<file path="src/rtl/vnu_pkg.sv">
// Package vnu_pkg
// Shared types for the variable node update block.
package vnu_pkg;

    // Phase of the gather/replay sequencer
    typedef enum logic {
        PH_GATHER = 1'b0,
        PH_REPLAY = 1'b1
    } vnu_phase_e;

endpackage : vnu_pkg

</file>
<file path="src/rtl/vnu_accum_store.sv">
// Module vnu_accum_store
// Gathers one burst of check messages for one variable node. It sums them
// onto the channel value and keeps each message and row tag. After the last
// beat it replays the stored edges, one per cycle, in arrival order.
// Assumes: a burst has at most DEG beats; SUM_W >= LLR_W + clog2(DEG+1).
module vnu_accum_store
    import vnu_pkg::*;
#(
    parameter int LLR_W = 6,
    parameter int SUM_W = 9,
    parameter int DEG   = 4,
    parameter int ROW_W = 3
) (
    input  logic                    clk,
    input  logic                    rst_n,
    input  logic signed [LLR_W-1:0] chan_llr,
    input  logic                    msg_valid,
    input  logic                    msg_last,
    input  logic signed [LLR_W-1:0] msg_llr,
    input  logic [ROW_W-1:0]        msg_row,
    output logic                    in_ready,
    output logic                    rep_valid,
    output logic signed [LLR_W-1:0] rep_msg,
    output logic [ROW_W-1:0]        rep_row,
    output logic signed [SUM_W-1:0] rep_app
);

    localparam int CNT_W = $clog2(DEG + 1);
    localparam int EXT_W = SUM_W - LLR_W;

    vnu_phase_e              phase;
    logic [CNT_W-1:0]        wr_cnt;
    logic [CNT_W-1:0]        rd_idx;
    logic [CNT_W-1:0]        n_edges;
    logic signed [SUM_W-1:0] acc;
    logic signed [SUM_W-1:0] acc_base;
    logic signed [SUM_W-1:0] msg_ext;
    logic signed [LLR_W-1:0] msg_mem [DEG];
    logic [ROW_W-1:0]        row_mem [DEG];
    logic                    take;

    assign take      = msg_valid && (phase == PH_GATHER);
    assign in_ready  = (phase == PH_GATHER);
    assign rep_valid = (phase == PH_REPLAY);
    assign rep_app   = acc;

    // Pick the running sum or the sign-extended channel value as the addend base
    always_comb begin
        msg_ext  = {{EXT_W{msg_llr[LLR_W-1]}}, msg_llr};
        acc_base = (wr_cnt == '0) ? {{EXT_W{chan_llr[LLR_W-1]}}, chan_llr} : acc;
    end

    // Sequence the gather and replay phases and keep the running sum
    always_ff @(posedge clk) begin
        if (!rst_n) begin
            phase   <= PH_GATHER;
            wr_cnt  <= '0;
            rd_idx  <= '0;
            n_edges <= '0;
            acc     <= '0;
        end else if (phase == PH_GATHER) begin
            if (msg_valid) begin
                acc <= acc_base + msg_ext;
                if (msg_last) begin
                    phase   <= PH_REPLAY;
                    n_edges <= wr_cnt + CNT_W'(1);
                    wr_cnt  <= '0;
                    rd_idx  <= '0;
                end else begin
                    wr_cnt <= wr_cnt + CNT_W'(1);
                end
            end
        end else begin
            if (rd_idx == n_edges - CNT_W'(1)) begin
                phase  <= PH_GATHER;
                rd_idx <= '0;
            end else begin
                rd_idx <= rd_idx + CNT_W'(1);
            end
        end
    end

    // One storage slot per edge position of the node
    for (genvar s = 0; s < DEG; s++) begin : g_slot
        // Capture the message and row tag arriving in this slot's position
        always_ff @(posedge clk) begin
            if (!rst_n) begin
                msg_mem[s] <= '0;
                row_mem[s] <= '0;
            end else if (take && (wr_cnt == CNT_W'(s))) begin
                msg_mem[s] <= msg_llr;
                row_mem[s] <= msg_row;
            end
        end
    end

    // Select the slot being replayed this cycle
    always_comb begin
        rep_msg = '0;
        rep_row = '0;
        for (int s = 0; s < DEG; s++) begin
            if (rd_idx == CNT_W'(s)) begin
                rep_msg = msg_mem[s];
                rep_row = row_mem[s];
            end
        end
    end

endmodule : vnu_accum_store

</file>
<file path="src/rtl/vnu_extrinsic.sv">
// Module vnu_extrinsic
// Forms the extrinsic message of one replayed edge: the a-posteriori sum less
// that edge's own message, clamped to the message range. It also forms the
// hard bit of the node. All outputs are registered.
// Assumes: the difference fits in SUM_W+1 bits.
module vnu_extrinsic #(
    parameter int LLR_W = 6,
    parameter int SUM_W = 9,
    parameter int ROW_W = 3
) (
    input  logic                    clk,
    input  logic                    rst_n,
    input  logic                    rep_valid,
    input  logic signed [LLR_W-1:0] rep_msg,
    input  logic [ROW_W-1:0]        rep_row,
    input  logic signed [SUM_W-1:0] rep_app,
    output logic                    out_valid,
    output logic signed [LLR_W-1:0] out_msg,
    output logic [ROW_W-1:0]        out_row,
    output logic                    out_hard,
    output logic signed [SUM_W-1:0] out_app
);

    localparam int DIFF_W = SUM_W + 1;
    localparam int PAD_W  = DIFF_W - LLR_W;
    localparam logic signed [DIFF_W-1:0] HI = DIFF_W'((1 << (LLR_W - 1)) - 1);
    localparam logic signed [DIFF_W-1:0] LO = ~HI;

    logic signed [DIFF_W-1:0] diff;
    logic signed [LLR_W-1:0]  clamped;
    logic                     hard_n;

    // Subtract the edge's own message and clamp into the message range
    always_comb begin
        diff = {rep_app[SUM_W-1], rep_app} - {{PAD_W{rep_msg[LLR_W-1]}}, rep_msg};
        if (diff > HI) begin
            clamped = HI[LLR_W-1:0];
        end else if (diff < LO) begin
            clamped = LO[LLR_W-1:0];
        end else begin
            clamped = diff[LLR_W-1:0];
        end
        hard_n = rep_app[SUM_W-1] || (rep_app == '0);
    end

    // Register the edge result
    always_ff @(posedge clk) begin
        if (!rst_n) begin
            out_valid <= 1'b0;
            out_msg   <= '0;
            out_row   <= '0;
            out_hard  <= 1'b0;
            out_app   <= '0;
        end else begin
            out_valid <= rep_valid;
            out_msg   <= clamped;
            out_row   <= rep_row;
            out_hard  <= hard_n;
            out_app   <= rep_app;
        end
    end

endmodule : vnu_extrinsic

</file>
<file path="src/rtl/vnu_stop_ctrl.sv">
// Module vnu_stop_ctrl
// Keeps one parity bit per check row from the emitted hard bits. At each
// iteration end it decides whether decoding is finished, either because every
// row is even or because the iteration cap is reached.
// Assumes: iter_end is not pulsed while edges are still being emitted.
module vnu_stop_ctrl #(
    parameter int NROWS    = 8,
    parameter int ROW_W    = 3,
    parameter int MAX_ITER = 16,
    parameter int ITER_W   = 5
) (
    input  logic              clk,
    input  logic              rst_n,
    input  logic              edge_valid,
    input  logic [ROW_W-1:0]  edge_row,
    input  logic              edge_hard,
    input  logic              blk_start,
    input  logic              iter_end,
    output logic              done,
    output logic              synd_ok,
    output logic [ITER_W-1:0] iter_count
);

    logic [NROWS-1:0]  parity;
    logic [ITER_W-1:0] next_count;

    assign next_count = iter_count + ITER_W'(1);

    // One parity bit per check row
    for (genvar r = 0; r < NROWS; r++) begin : g_row
        // Toggle on a hard 1 tagged with this row; clear between iterations
        always_ff @(posedge clk) begin
            if (!rst_n || blk_start || iter_end) begin
                parity[r] <= 1'b0;
            end else if (edge_valid && edge_hard && (edge_row == ROW_W'(r))) begin
                parity[r] <= ~parity[r];
            end
        end
    end

    // Count iterations and decide when decoding stops
    always_ff @(posedge clk) begin
        if (!rst_n || blk_start) begin
            iter_count <= '0;
            done       <= 1'b0;
            synd_ok    <= 1'b0;
        end else if (iter_end && !done) begin
            iter_count <= next_count;
            if (parity == '0) begin
                done    <= 1'b1;
                synd_ok <= 1'b1;
            end else if (next_count == ITER_W'(MAX_ITER)) begin
                done <= 1'b1;
            end
        end
    end

endmodule : vnu_stop_ctrl

</file>
<file path="src/rtl/vnu_decide_top.sv">
// Module vnu_decide_top
// Variable node update with hard decision and early-stop control. It wires
// the gather/replay store, the extrinsic stage and the stop controller.
// Assumes: bursts hold at most DEG beats; SUM_W covers the channel value
// plus DEG messages.
module vnu_decide_top #(
    parameter int LLR_W    = 6,
    parameter int SUM_W    = 9,
    parameter int DEG      = 4,
    parameter int NROWS    = 8,
    parameter int MAX_ITER = 16,
    localparam int ROW_W   = $clog2(NROWS),
    localparam int ITER_W  = $clog2(MAX_ITER + 1)
) (
    input  logic                    clk,
    input  logic                    rst_n,
    input  logic signed [LLR_W-1:0] chan_llr,
    input  logic                    msg_valid,
    input  logic                    msg_last,
    input  logic signed [LLR_W-1:0] msg_llr,
    input  logic [ROW_W-1:0]        msg_row,
    output logic                    in_ready,
    output logic                    out_valid,
    output logic signed [LLR_W-1:0] out_msg,
    output logic [ROW_W-1:0]        out_row,
    output logic                    out_hard,
    output logic signed [SUM_W-1:0] out_app,
    input  logic                    blk_start,
    input  logic                    iter_end,
    output logic                    done,
    output logic                    synd_ok,
    output logic [ITER_W-1:0]       iter_count
);

    logic                    rep_valid;
    logic signed [LLR_W-1:0] rep_msg;
    logic [ROW_W-1:0]        rep_row;
    logic signed [SUM_W-1:0] rep_app;

    vnu_accum_store #(
        .LLR_W(LLR_W), .SUM_W(SUM_W), .DEG(DEG), .ROW_W(ROW_W)
    ) u_store (
        .clk       (clk),
        .rst_n     (rst_n),
        .chan_llr  (chan_llr),
        .msg_valid (msg_valid),
        .msg_last  (msg_last),
        .msg_llr   (msg_llr),
        .msg_row   (msg_row),
        .in_ready  (in_ready),
        .rep_valid (rep_valid),
        .rep_msg   (rep_msg),
        .rep_row   (rep_row),
        .rep_app   (rep_app)
    );

    vnu_extrinsic #(
        .LLR_W(LLR_W), .SUM_W(SUM_W), .ROW_W(ROW_W)
    ) u_ext (
        .clk       (clk),
        .rst_n     (rst_n),
        .rep_valid (rep_valid),
        .rep_msg   (rep_msg),
        .rep_row   (rep_row),
        .rep_app   (rep_app),
        .out_valid (out_valid),
        .out_msg   (out_msg),
        .out_row   (out_row),
        .out_hard  (out_hard),
        .out_app   (out_app)
    );

    vnu_stop_ctrl #(
        .NROWS(NROWS), .ROW_W(ROW_W), .MAX_ITER(MAX_ITER), .ITER_W(ITER_W)
    ) u_stop (
        .clk        (clk),
        .rst_n      (rst_n),
        .edge_valid (out_valid),
        .edge_row   (out_row),
        .edge_hard  (out_hard),
        .blk_start  (blk_start),
        .iter_end   (iter_end),
        .done       (done),
        .synd_ok    (synd_ok),
        .iter_count (iter_count)
    );

endmodule : vnu_decide_top

</file>
<file path="config.mk">
export PLATFORM = sky130hd
export DESIGN_NAME = vnu_decide_top
export DESIGN_NICKNAME = d
export VERILOG_FILES = /design/src/rtl/vnu_pkg.sv /design/src/rtl/vnu_accum_store.sv /design/src/rtl/vnu_extrinsic.sv /design/src/rtl/vnu_stop_ctrl.sv /design/src/rtl/vnu_decide_top.sv
export SDC_FILE = /design/constraint.sdc
export NUM_CORES = 1
export LEC_CHECK = 0
export BUFFER_PORTS_ARGS = -buffer_cell sky130_fd_sc_hd__clkbuf_2
export CAP_MARGIN = 20
export CORE_ASPECT_RATIO = 0.6
export CORE_MARGIN = 4
export CORE_UTILIZATION = 33
export CTS_CLUSTER_DIAMETER = 60
export DETAILED_ROUTE_END_ITERATION = 10
export PLACE_DENSITY_LB_ADDON = 0.12
export SYNTH_ARGS = -nofsm -noshare
export SYNTH_HDL_FRONTEND = slang
export SYNTH_HIERARCHICAL = 1
export SYNTH_SLANG_ARGS = --single-unit
export TNS_END_PERCENT = 50
</file>
<file path="constraint.sdc">
create_clock -name clk -period 3.5 [get_ports clk]
set_clock_uncertainty 0.05 [all_clocks]
set_input_delay 0.175 -clock clk [delete_from_list [all_inputs] [get_ports clk]]
set_output_delay 0.175 -clock clk [all_outputs]
set_load 0.01 [all_outputs]
</file>
# [Word level (Yosys, flattened, before mapping)]
# Memory sizes are Yosys's and may differ from the RTL's.
# Cells that the tools add are included.
# W data, S select, Z words.
[totals] elab_cells=142 mem_bits_ro=0 out_inout_bits=28 ramBits=36 regBits=54 latch_bits=0 n_memories=2 in_bits=21
[memory_table] name="u_store.msg_mem" words=4 word_bits=6 rd=4 rd_ports_with_merged_regs=0 wr=4 line_no="vnu_accum_store.sv:38" source="logic signed [LLR_W-1:0] msg_mem [DEG];"
[memory_table] name="u_store.row_mem" words=4 word_bits=3 rd=4 rd_ports_with_merged_regs=0 wr=4 line_no="vnu_accum_store.sv:39" source="logic [ROW_W-1:0] row_mem [DEG];"
[op_classes] bitwise_logic=18 shifts=0 muxes=43 multipliers=0 addsub=6 n_reduce_logical=34 eq_ne=15 div=0 n_lt_le_gt_ge=2
[op_table] cell="$mux W6" count=9
[op_table] cell="$mux W3" count=13
[op_table] cell="$mux W1" count=19
[op_table] cell="$eq A3 B2 Y1 const B" count=6
[op_table] cell="$logic_and A1 B1 Y1" count=15
[op_table] cell="$eq A3 B3 Y1 const B" count=4
[op_table] cell="$gt A10 B6 Y1 const B" count=1
[op_table] cell="$lt A10 B6 Y1 const B" count=1
[op_table] cell="$not A1 Y1" count=10
[op_table] cell="$sub A9 B6 Y10" count=1
[op_table] cell="$add A9 B6 Y9" count=1
[op_table] cell="$eq A3 B1 Y1 const B" count=3
[op_table] cell="$logic_not A3 Y1" count=3
[op_table] cell="$logic_not A9 Y1" count=1
[op_table] cell="$mux W9" count=1
[op_table] cell="$logic_not A8 Y1" count=1
[op_table] cell="$or A1 B1 Y1" count=8
[op_table] cell="$reduce_and A2 Y1" count=4
[op_table] cell="$add A3 B1 Y3 const B" count=2
[op_table] cell="$reduce_bool A2 Y1" count=3
[op_table] cell="$add A5 B1 Y5 const B" count=1
[op_table] cell="$eq A5 B5 Y1 const B" count=1
[op_table] cell="$mux W5" count=1
[op_table] cell="$eq A3 B3 Y1" count=1
[op_table] cell="other kinds (5)" count=8

# [Depth between registers and ports, before layout]
# Gate-level depths: netlist (run 1).
[logic_depth] word_depth=9 ltp_mapped=17

# [Hierarchy]
# The synthesis (run 1) kept the hierarchy.
[modules_own_cells] module="vnu_accum_store" cells_per_inst=303 n_inst=1 seq_area_each_um2=1461.4 area_each_um2=2959.1
[modules_own_cells] module="vnu_extrinsic" cells_per_inst=118 n_inst=1 seq_area_each_um2=400.4 area_each_um2=1064.8
[modules_own_cells] module="vnu_stop_ctrl" cells_per_inst=79 n_inst=1 seq_area_each_um2=300.3 area_each_um2=719.4

# [Worst setup path before layout (run 1)]
# No wires, ideal clock.
[synth_path] kind="register to register" startpoint="register u_store.rd_idx[0]" endpoint="register u_ext.out_msg[0]" setup_slack_ns=0.321 arrival_time_ns=2.997 period_less_slack_ns=3.179 path_stages_with_launch=15 cell_sequence="dfxtp_1 > ha_1 > ha_1 > buf_1 > nor2_1 > a22o_1 > inv_1 > ha_1 > buf_6 > a21o_1 > a221o_1 > a211oi_2 > o21ai_1 > o311ai_4 > o21ai_1"
[synth_between] elab_chain_len=9 elab_cells_between_ends=13 cone_classes="add/sub: 1; order compare: 2; eq/ne: 3; mux: 6; reduce/logical: 1"
[synth_lines] item="from (decl)" line_no="vnu_accum_store.sv:33" source="logic [CNT_W-1:0] rd_idx;"
[synth_lines] item="from (signal assigned)" line_no="vnu_accum_store.sv:78" source="rd_idx <= rd_idx + CNT_W'(1);"
[synth_lines] item="$logic_not A3 Y1" line_no="vnu_accum_store.sv:102" source="if (rd_idx == CNT_W'(s)) begin"
[synth_lines] item="$mux W6 (3 in series)" line_no="vnu_accum_store.sv:102"
[synth_lines] item="$mux W6 *" line_no="vnu_accum_store.sv:102"
[synth_lines] item="via rep_msg[4]" line_no="vnu_decide_top.sv:36" source="logic signed [LLR_W-1:0] rep_msg;"
[synth_lines] item="$sub A9 B6 Y10 *" line_no="vnu_extrinsic.sv:35" source="diff = {rep_app[SUM_W-1], rep_app} - {{PAD_W{rep_msg[LLR_W-1]}}, rep_msg};"
[synth_lines] item="$lt A10 B6 Y1" line_no="vnu_extrinsic.sv:38" source="end else if (diff < LO) begin"
[synth_lines] item="$mux W6" line_no="vnu_extrinsic.sv:38"
[synth_lines] item="$mux W5 *" line_no="vnu_extrinsic.sv:36" source="if (diff > HI) begin"
[synth_lines] item="to (signal assigned)" line_no="vnu_extrinsic.sv:56" source="out_msg <= clamped;"
[synth_lines] item="to (decl)" line_no="vnu_extrinsic.sv:18" source="output logic signed [LLR_W-1:0] out_msg,"
# The timed path passes the listed nets; every way through them passes the cells marked *.
# A chain may end at the register's enable or synchronous reset.

# [Worst setup path after layout (run 1)]
[layout_path] startpoint="register u_store.rd_idx[1]" endpoint="register u_ext.out_msg[4]"
# The elaborated chain is that of the path after synthesis.

==> run_results.csv, run 1 <==
group,metric,value,unit
finish,final_area,5560,µm²
setup_path,slowest_delay,0.41,ns
setup_path,cp_cell_sequence,"inv_1 > ha_1 > buf_4 > a22oi_1 > o21ai_0 > a22o_1 > ha_1 > fa_1 > nand2b_1 > a21oi_1 > a21oi_1 > xnor2_2 > o311ai_4 > o21ai_1",
hold_path,holdCritPathClass,"input port to register",
clock_tree,hold_buffers,0,
die,die_w,163,µm
clock_tree,cts_tree,"built",
setup_path,critPathCaptureType,"register",
timing,rsz0062_at_grt,"no",
die,core_area,13900,µm²
logic_synthesis,syn-num-nets,553,
global_route,track_usage,14.8,%
finish,drive_gt1_share,17.4,%
power_and_ir_drop,peakVddDrop,0.189,mV
timing,maxSlewHeadroom,55.0,%
power_and_ir_drop,power_density,511,nW/µm²
clock_tree,cts_buffers,9,
timing,tightestPinTransition,0.674,ns
setup_path,worstPathArrival,3.40,ns
die,start_util,34.2,%
logic_synthesis,synth_edf_count,36,
finish,nets,611,
setup_path,cp.depth,14,
global_route,grt_pass1_vias,3661,
clock_tree,cts_root_buffer,"clkbuf_16",
placed_design,place_congestion,0.811,
finish,antenna_cells,0,
setup_path,reg2regPathDepth,14,
drt,wire_per_inst,15.4,µm
power_and_ir_drop,leakagePower,2.35,nW
timing,post-route-period-util,92.5,%
finish,mostFrequentLayoutCells,"63 x nand2_1, 53 x dfxtp_1, 48 x clkbuf_2",
logic_synthesis,synthFlopType,"dfxtp_1",
logic_synthesis,synth_warnings,6,
timing,fin_crit,3.24,ns
timing,finalHoldViolations,0,
logic_synthesis,syn_area,4740,µm²
hold_path,worstHoldPathCells,2,
finish,nFillCells,1397,
global_route,grt_pass1_wl,19100,µm
finish,multi_input_area,2410,µm²
logic_synthesis,ys_seq_area_share,45.6,%
setup_path,path_buf_inv,2,
drt,totalWireLength,11600,µm
setup_path,critPathLaunchType,"register",
drt,drt-initial-drc-count,218,
setup_path,path_delay_family,"compound AO/OA/AOI/OAI gates",
finish,final_common_cell,"nand2_1",
die,fp-row-count,33,
global_route,grt_overflow,0,
status,status,"finished, final reports clean",
finish,synthToLayoutAreaGrowth,17.1,%
setup_path,regToRegStartpoint,"u_store/rd_idx[1]",
logic_synthesis,synth-seq-cells,90,
die,ioPinCount,49,
timing,setup_viol,0,
drt,drc_errors,0,
logic_synthesis,synth.avg_cell_area,9.49,µm²
die,die_y,101,µm
drt,vias,3690,
setup_path,startpoint,"u_store/rd_idx[1]",
setup_path,path_max_fanout,9,
die,fp.dieArea,16400,µm²
clock_tree,cts_buffer_depth,2,
drt,detail-route-antenna-nets,0,
logic_synthesis,ys_async_sr_fraction,0,%
global_route,grt_antenna_before_repair,0,
logic_synthesis,ys_types,54,
clock_tree,cts_sinks,90,
job,max_cap_violations,0,
timing,fmax,0.309,GHz
logic_synthesis,netlist_instances,500,
clock_tree,clock_latency,0.34,ns
clock_tree,clkSlewWorstSetupHoldPaths,0.07,ns
clock_tree,htreeDepth,3,
global_route,grt_max_degree,27,
placed_design,numPortBuffers,48,
timing,final-max-slew-violation-count,0,
setup_path,endpoint,"u_ext/out_msg[4]",
setup_path,r2r_end,"u_ext/out_msg[4]",
drt,vias_per_cell,4.89,
drt,dr.pass1.iters,5,
setup_path,critical_path_class,"register to register",
placed_design,postPlaceCellArea,5260,µm²
placed_design,dpl.hpwl,8850,µm
setup_path,required,3.67,ns
finish,register_area,2160,µm²
setup_path,slowest_stage,"fa_1",
timing,setup_tns,0,ns
setup_path,r2r_slack,0.26,ns
power_and_ir_drop,power,2.84,mW
==> routing by layer <==
metal  global-route usage (%)  routed length [µm]  up-vias
met5                        0                   0        -
met4                     3.09                  72        0
met3                     3.39                 527        7
met2                     21.9                4810       68
met1                     22.1                6220     1727
li1                         -                   -     1888
==> flip-flops by register name, indices dropped and copies added, names as in the netlist <==
signal	flops
u_store/row_mem	12
u_ext/out_msg	6
u_store/msg_mem	24
u_store/wr_cnt	3
u_store/n_edges	3
u_ext/out_hard	1
u_stop/done	1
u_stop/iter_count	5
u_ext/out_app	9
u_store/rep_valid	1
u_ext/out_row	3
u_stop/parity	8
u_store/rep_app	9
u_stop/synd_ok	1
u_store/rd_idx	3
u_ext/out_valid	1
==> report_power, final <==
| part | switching (mW) | internal, mW | leakage (nW) | total, mW |
|---|---|---|---|---|
| clock network | 0.417 | 0.488 | 0.142 | 0.905 |
| logic | 0.403 | 0.299 | 1.39 | 0.702 |
| registers | 0.0540 | 1.18 | 0.819 | 1.23 |
==> metrics by stage <==
| stage | utilization (%) | hold WS [ns] | instances | setup WS, ns |
|---|---|---|---|---|
| 3_5_place_dp | 37.9 | 0.393 | 739 | -0.0335 |
| 3_3_place_gp | 37.9 | 0.388 | 739 | 0.0510 |
| 6_report | 40.0 | 0.124 | 755 | 0.263 |
| 2_1_floorplan | - | 0.270 | 500 | 0.321 |
| 5_1_grt | 40.0 | 0.132 | 755 | 0.0269 |
| 4_1_cts | 39.9 | 0.111 | 755 | 0.0258 |
==> worst min path at each step <==
stage / end / start
after floorplan: u_ext/out_msg[1] / rst_n
after global placement: u_stop/synd_ok / u_stop/synd_ok
after detailed placement: u_stop/synd_ok / u_stop/synd_ok
after CTS: u_store/n_edges[2] / msg_last
after global routing: u_store/row_mem[1][1] / msg_row[1]
final: u_store/row_mem[2][2] / msg_row[2]
==> cell usage after synthesis, drive strengths merged, types with 2 or more instances <==
cell type / count / share of area, %
a21oi: 32 / 3.4
fa: 2 / 0.84
o22ai: 2 / 0.40
mux2i: 2 / 0.42
nor2: 27 / 2.2
nand3b: 2 / 0.58
o211ai: 6 / 0.95
or3: 8 / 1.1
nor4: 5 / 0.66
xnor2: 8 / 1.5
a211oi: 7 / 1.3
edfxtp: 36 / 23
a22oi: 9 / 1.4
nand4: 4 / 0.53
buf: 10 / 1.4
a31oi: 4 / 0.66
and3: 17 / 2.2
nor3b: 2 / 0.32
dfxtp: 54 / 23
nand2b: 13 / 1.7
a21o: 2 / 0.32
o21a: 2 / 0.32
nand2: 64 / 5.1
and2: 29 / 3.8
ha: 30 / 7.9
nor3: 10 / 1.1
nor2b: 10 / 1.5
nand3: 11 / 1.3
xor2: 9 / 1.7
clkbuf: 9 / 0.77
a22o: 9 / 1.7
inv: 24 / 1.9
o21ai: 32 / 3.4
==> area by class of cell <==
cell class / count / share of cell area, %
sequential: 90 / 38.9
multi-input combinational: 367 / 43.4
timing repair buffer: 66 / 6.76
tap: 192 / 4.32
inverter: 24 / 1.62
clock buffer: 9 / 4.05
clock inverter: 7 / 0.901
==> cells by family after synthesis <==
kind of cell / count (synthesis) / share of synthesized area (%)
simple gates: 205 / 22.7
compound gates: 111 / 15.4
flops: 90 / 45.6
buf+inv: 43 / 4.09
fa+ha+maj: 32 / 8.76
xor+xnor: 17 / 3.14
mux: 2 / 0.422
==> worst reg2reg max path, stage by stage (launching register included) <==
cell and delay [ns]:
dfxtp_1 0.33, inv_1 0.06, ha_1 0.22, buf_4 0.19, a22oi_1 0.16, o21ai_0 0.09, a22o_1 0.22, ha_1 0.22
fa_1 0.41, nand2b_1 0.18, a21oi_1 0.20, a21oi_1 0.13, xnor2_2 0.18, o311ai_4 0.34, o21ai_1 0.11
==> what timing repair did <==
item,4_1_cts,5_1_grt
buffers inserted,0,0
setup endpoints to repair,5,5
gates resized for setup,1,5
Note: power is estimated with default switching activity, not from simulation.
==> inputs of run 2 (changes only) <==
- CORE_UTILIZATION: 33 -> 43
- SETUP_SLACK_MARGIN: not set -> 0.3
- SKIP_LAST_GASP: not set -> 1
==> run 2 against run 1 <==
  * Hold slack worse by 0.10 ns
  * Critical path type unchanged
  * Wire length up 0.80%
  * Clock-buffer cell count increased by 1
  * Total power is 5.6% higher
  * Critical path depth decreased by 1
  * Utilization up 14 points
  * Largest cell class unchanged
  * Non-clock buffer count increased by 7
  * Design area is 3.9% higher
  * First-iteration DRC count is 9.6% higher
  * Via count increased by 4.9%
  * Combinational power rose by 19%
==> run_results.csv, run 2 (same netlist as run 1, synthesis figures left out) <==
group,metric,value,unit
clock_tree,cts_tree,"built",
placed_design,dp_slack,-0.0463,ns
die,ioPinCount,49,
placed_design,dpl.cell_count,689,
drt,dr.pass1.iters,5,
finish,nets,619,
timing,holdWs,0.0230,ns
drt,drc_errors,0,
placed_design,place_congestion,0.792,
timing,maxSlewHeadroom,50.6,%
die,fp-row-count,29,
timing,setup_tns,0,ns
drt,wire_per_inst,16.5,µm
drt,totalWireLength,11700,µm
placed_design,dpl.hpwl,8350,µm
global_route,grt_overflow,0,
drt,vias,3871,
die,die_y,89.4,µm
global_route,track_usage,18.8,%
power_and_ir_drop,power,2.99,mW
die,fp.dieArea,12800,µm²
global_route,grt_max_degree,35,
global_route,grt_antenna_before_repair,0,
global_route,grt_pass1_wl,18600,µm
finish,regMostFlops,"u_store/msg_mem",
clock_tree,cts_root_buffer,"clkbuf_16",
drt,vias_per_cell,5.45,
placed_design,postPlaceCellArea,5210,µm²
setup_path,critPathLaunchType,"register",
clock_tree,clock_latency,0.34,ns
timing,finalHoldViolations,0,
finish,largest_register_ff_count,24,
global_route,grt_pass1_vias,3741,
setup_path,critPathCaptureType,"register",
clock_tree,htreeDepth,3,
drt,drt-initial-drc-count,239,
timing,rsz0062_at_grt,"yes",
timing,tightestPinTransition,0.739,ns
finish,final_common_cell,"nand2_1",
timing,post-route-period-util,88.2,%
die,core_area,10700,µm²
finish,drive_gt1_share,22.9,%
die,start_util,44.5,%
finish,final_cells,710,
finish,mostFrequentLayoutCells,"62 x nand2_1, 52 x dfxtp_1, 48 x clkbuf_2",
finish,final_area,5770,µm²
clock_tree,cts_sinks,90,
finish,synthToLayoutAreaGrowth,21.7,%
clock_tree,hold_buffers,0,
timing,fin_crit,3.09,ns
setup_path,path_max_fanout,9,
hold_path,holdCritPathClass,"input port to register",
setup_path,worstPathArrival,3.26,ns
timing,final.setup.worst_slack,0.411,ns
job,max_cap_violations,0,
finish,fin_util,54.1,%
die,die_w,144,µm
placed_design,numPortBuffers,48,
clock_tree,cts_buffer_depth,2,
setup_path,required,3.67,ns
status,status,"finished, final reports clean",
timing,final-max-slew-violation-count,0,
power_and_ir_drop,peakVddDrop,0.347,mV
timing,setup_viol,0,
clock_tree,cts_buffers,9,
timing,fmax,0.324,GHz
drt,detail-route-antenna-nets,0,
clock_tree,clkSlewWorstSetupHoldPaths,0.07,ns
power_and_ir_drop,leakagePower,2.43,nW
setup_path,critical_path_class,"register to register",
power_and_ir_drop,power_density,519,nW/µm²
finish,reg.largest.list,"u_store/msg_mem x24, u_store/row_mem x12",
finish,antenna_cells,0,
-- run 2: changes by cell type in the layout (fill, tap and decap cells not counted), sizes merged --
cell	before	now
nor2b	10	11
clkinv	3	2
clkbuf	57	58
buf	18	25
-- run 2: path summary, 6_finish.rpt --
check | from | to | slack (ns) | cells after the start
worst max-delay path | u_store/rd_idx[0] | u_ext/out_msg[0] | 0.41 | 13
worst min register to register | u_stop/synd_ok | u_stop/synd_ok | 0.40 | 2
worst max register to register | u_store/rd_idx[0] | u_ext/out_msg[0] | 0.41 | 13
worst min-delay path | rst_n | u_ext/out_valid | 0.02 | 2
-- run 2: final cells by class --
cell class                      instances  area [µm²]
Clock buffer                           10         239
Clock inverter                          6        46.3
Fill cell                             977        4900
Inverter                               24        92.6
Multi-Input combinational cell        368        2610
Sequential cell                        90        2170
Tap cell                              139         174
Timing Repair Buffer                   73         440
-- run 2: per-layer routing --
layer	part of all wire, %	track usage (%)	wire [µm]	up-vias
li1	-	-	-	1899
met2	42	28.3	4970	98
met5	0	0	0	-
met3	5.0	4.65	591	14
met1	51	26.7	6020	1860
met4	1.2	5.73	142	0
-- run 2: where the power goes --
group | internal (mW) | switching, mW
sequential | 1.18 | 0.0558
combinational | 0.376 | 0.459
clock | 0.509 | 0.419
-- run 2: worst max-delay path, cell delays in order, from the launching register on --
cell,delay [ns]
dfxtp_4,0.37
buf_6,0.13
ha_4,0.16
ha_4,0.17
buf_6,0.14
a22o_1,0.26
ha_2,0.20
fa_2,0.43
nand2b_4,0.17
a21oi_4,0.17
a21oi_2,0.09
xnor2_2,0.18
o311ai_4,0.33
o21ai_1,0.11
-- run 2: timing repair --
item / in CTS / in global routing
buffers inserted: 0 / 3
endpoints found under the hold margin: 0 / 0
gates resized for setup: 10 / 44
endpoints found under the setup margin: 5 / 6
cloned: 0 / 2
pin swaps: 2 / 14
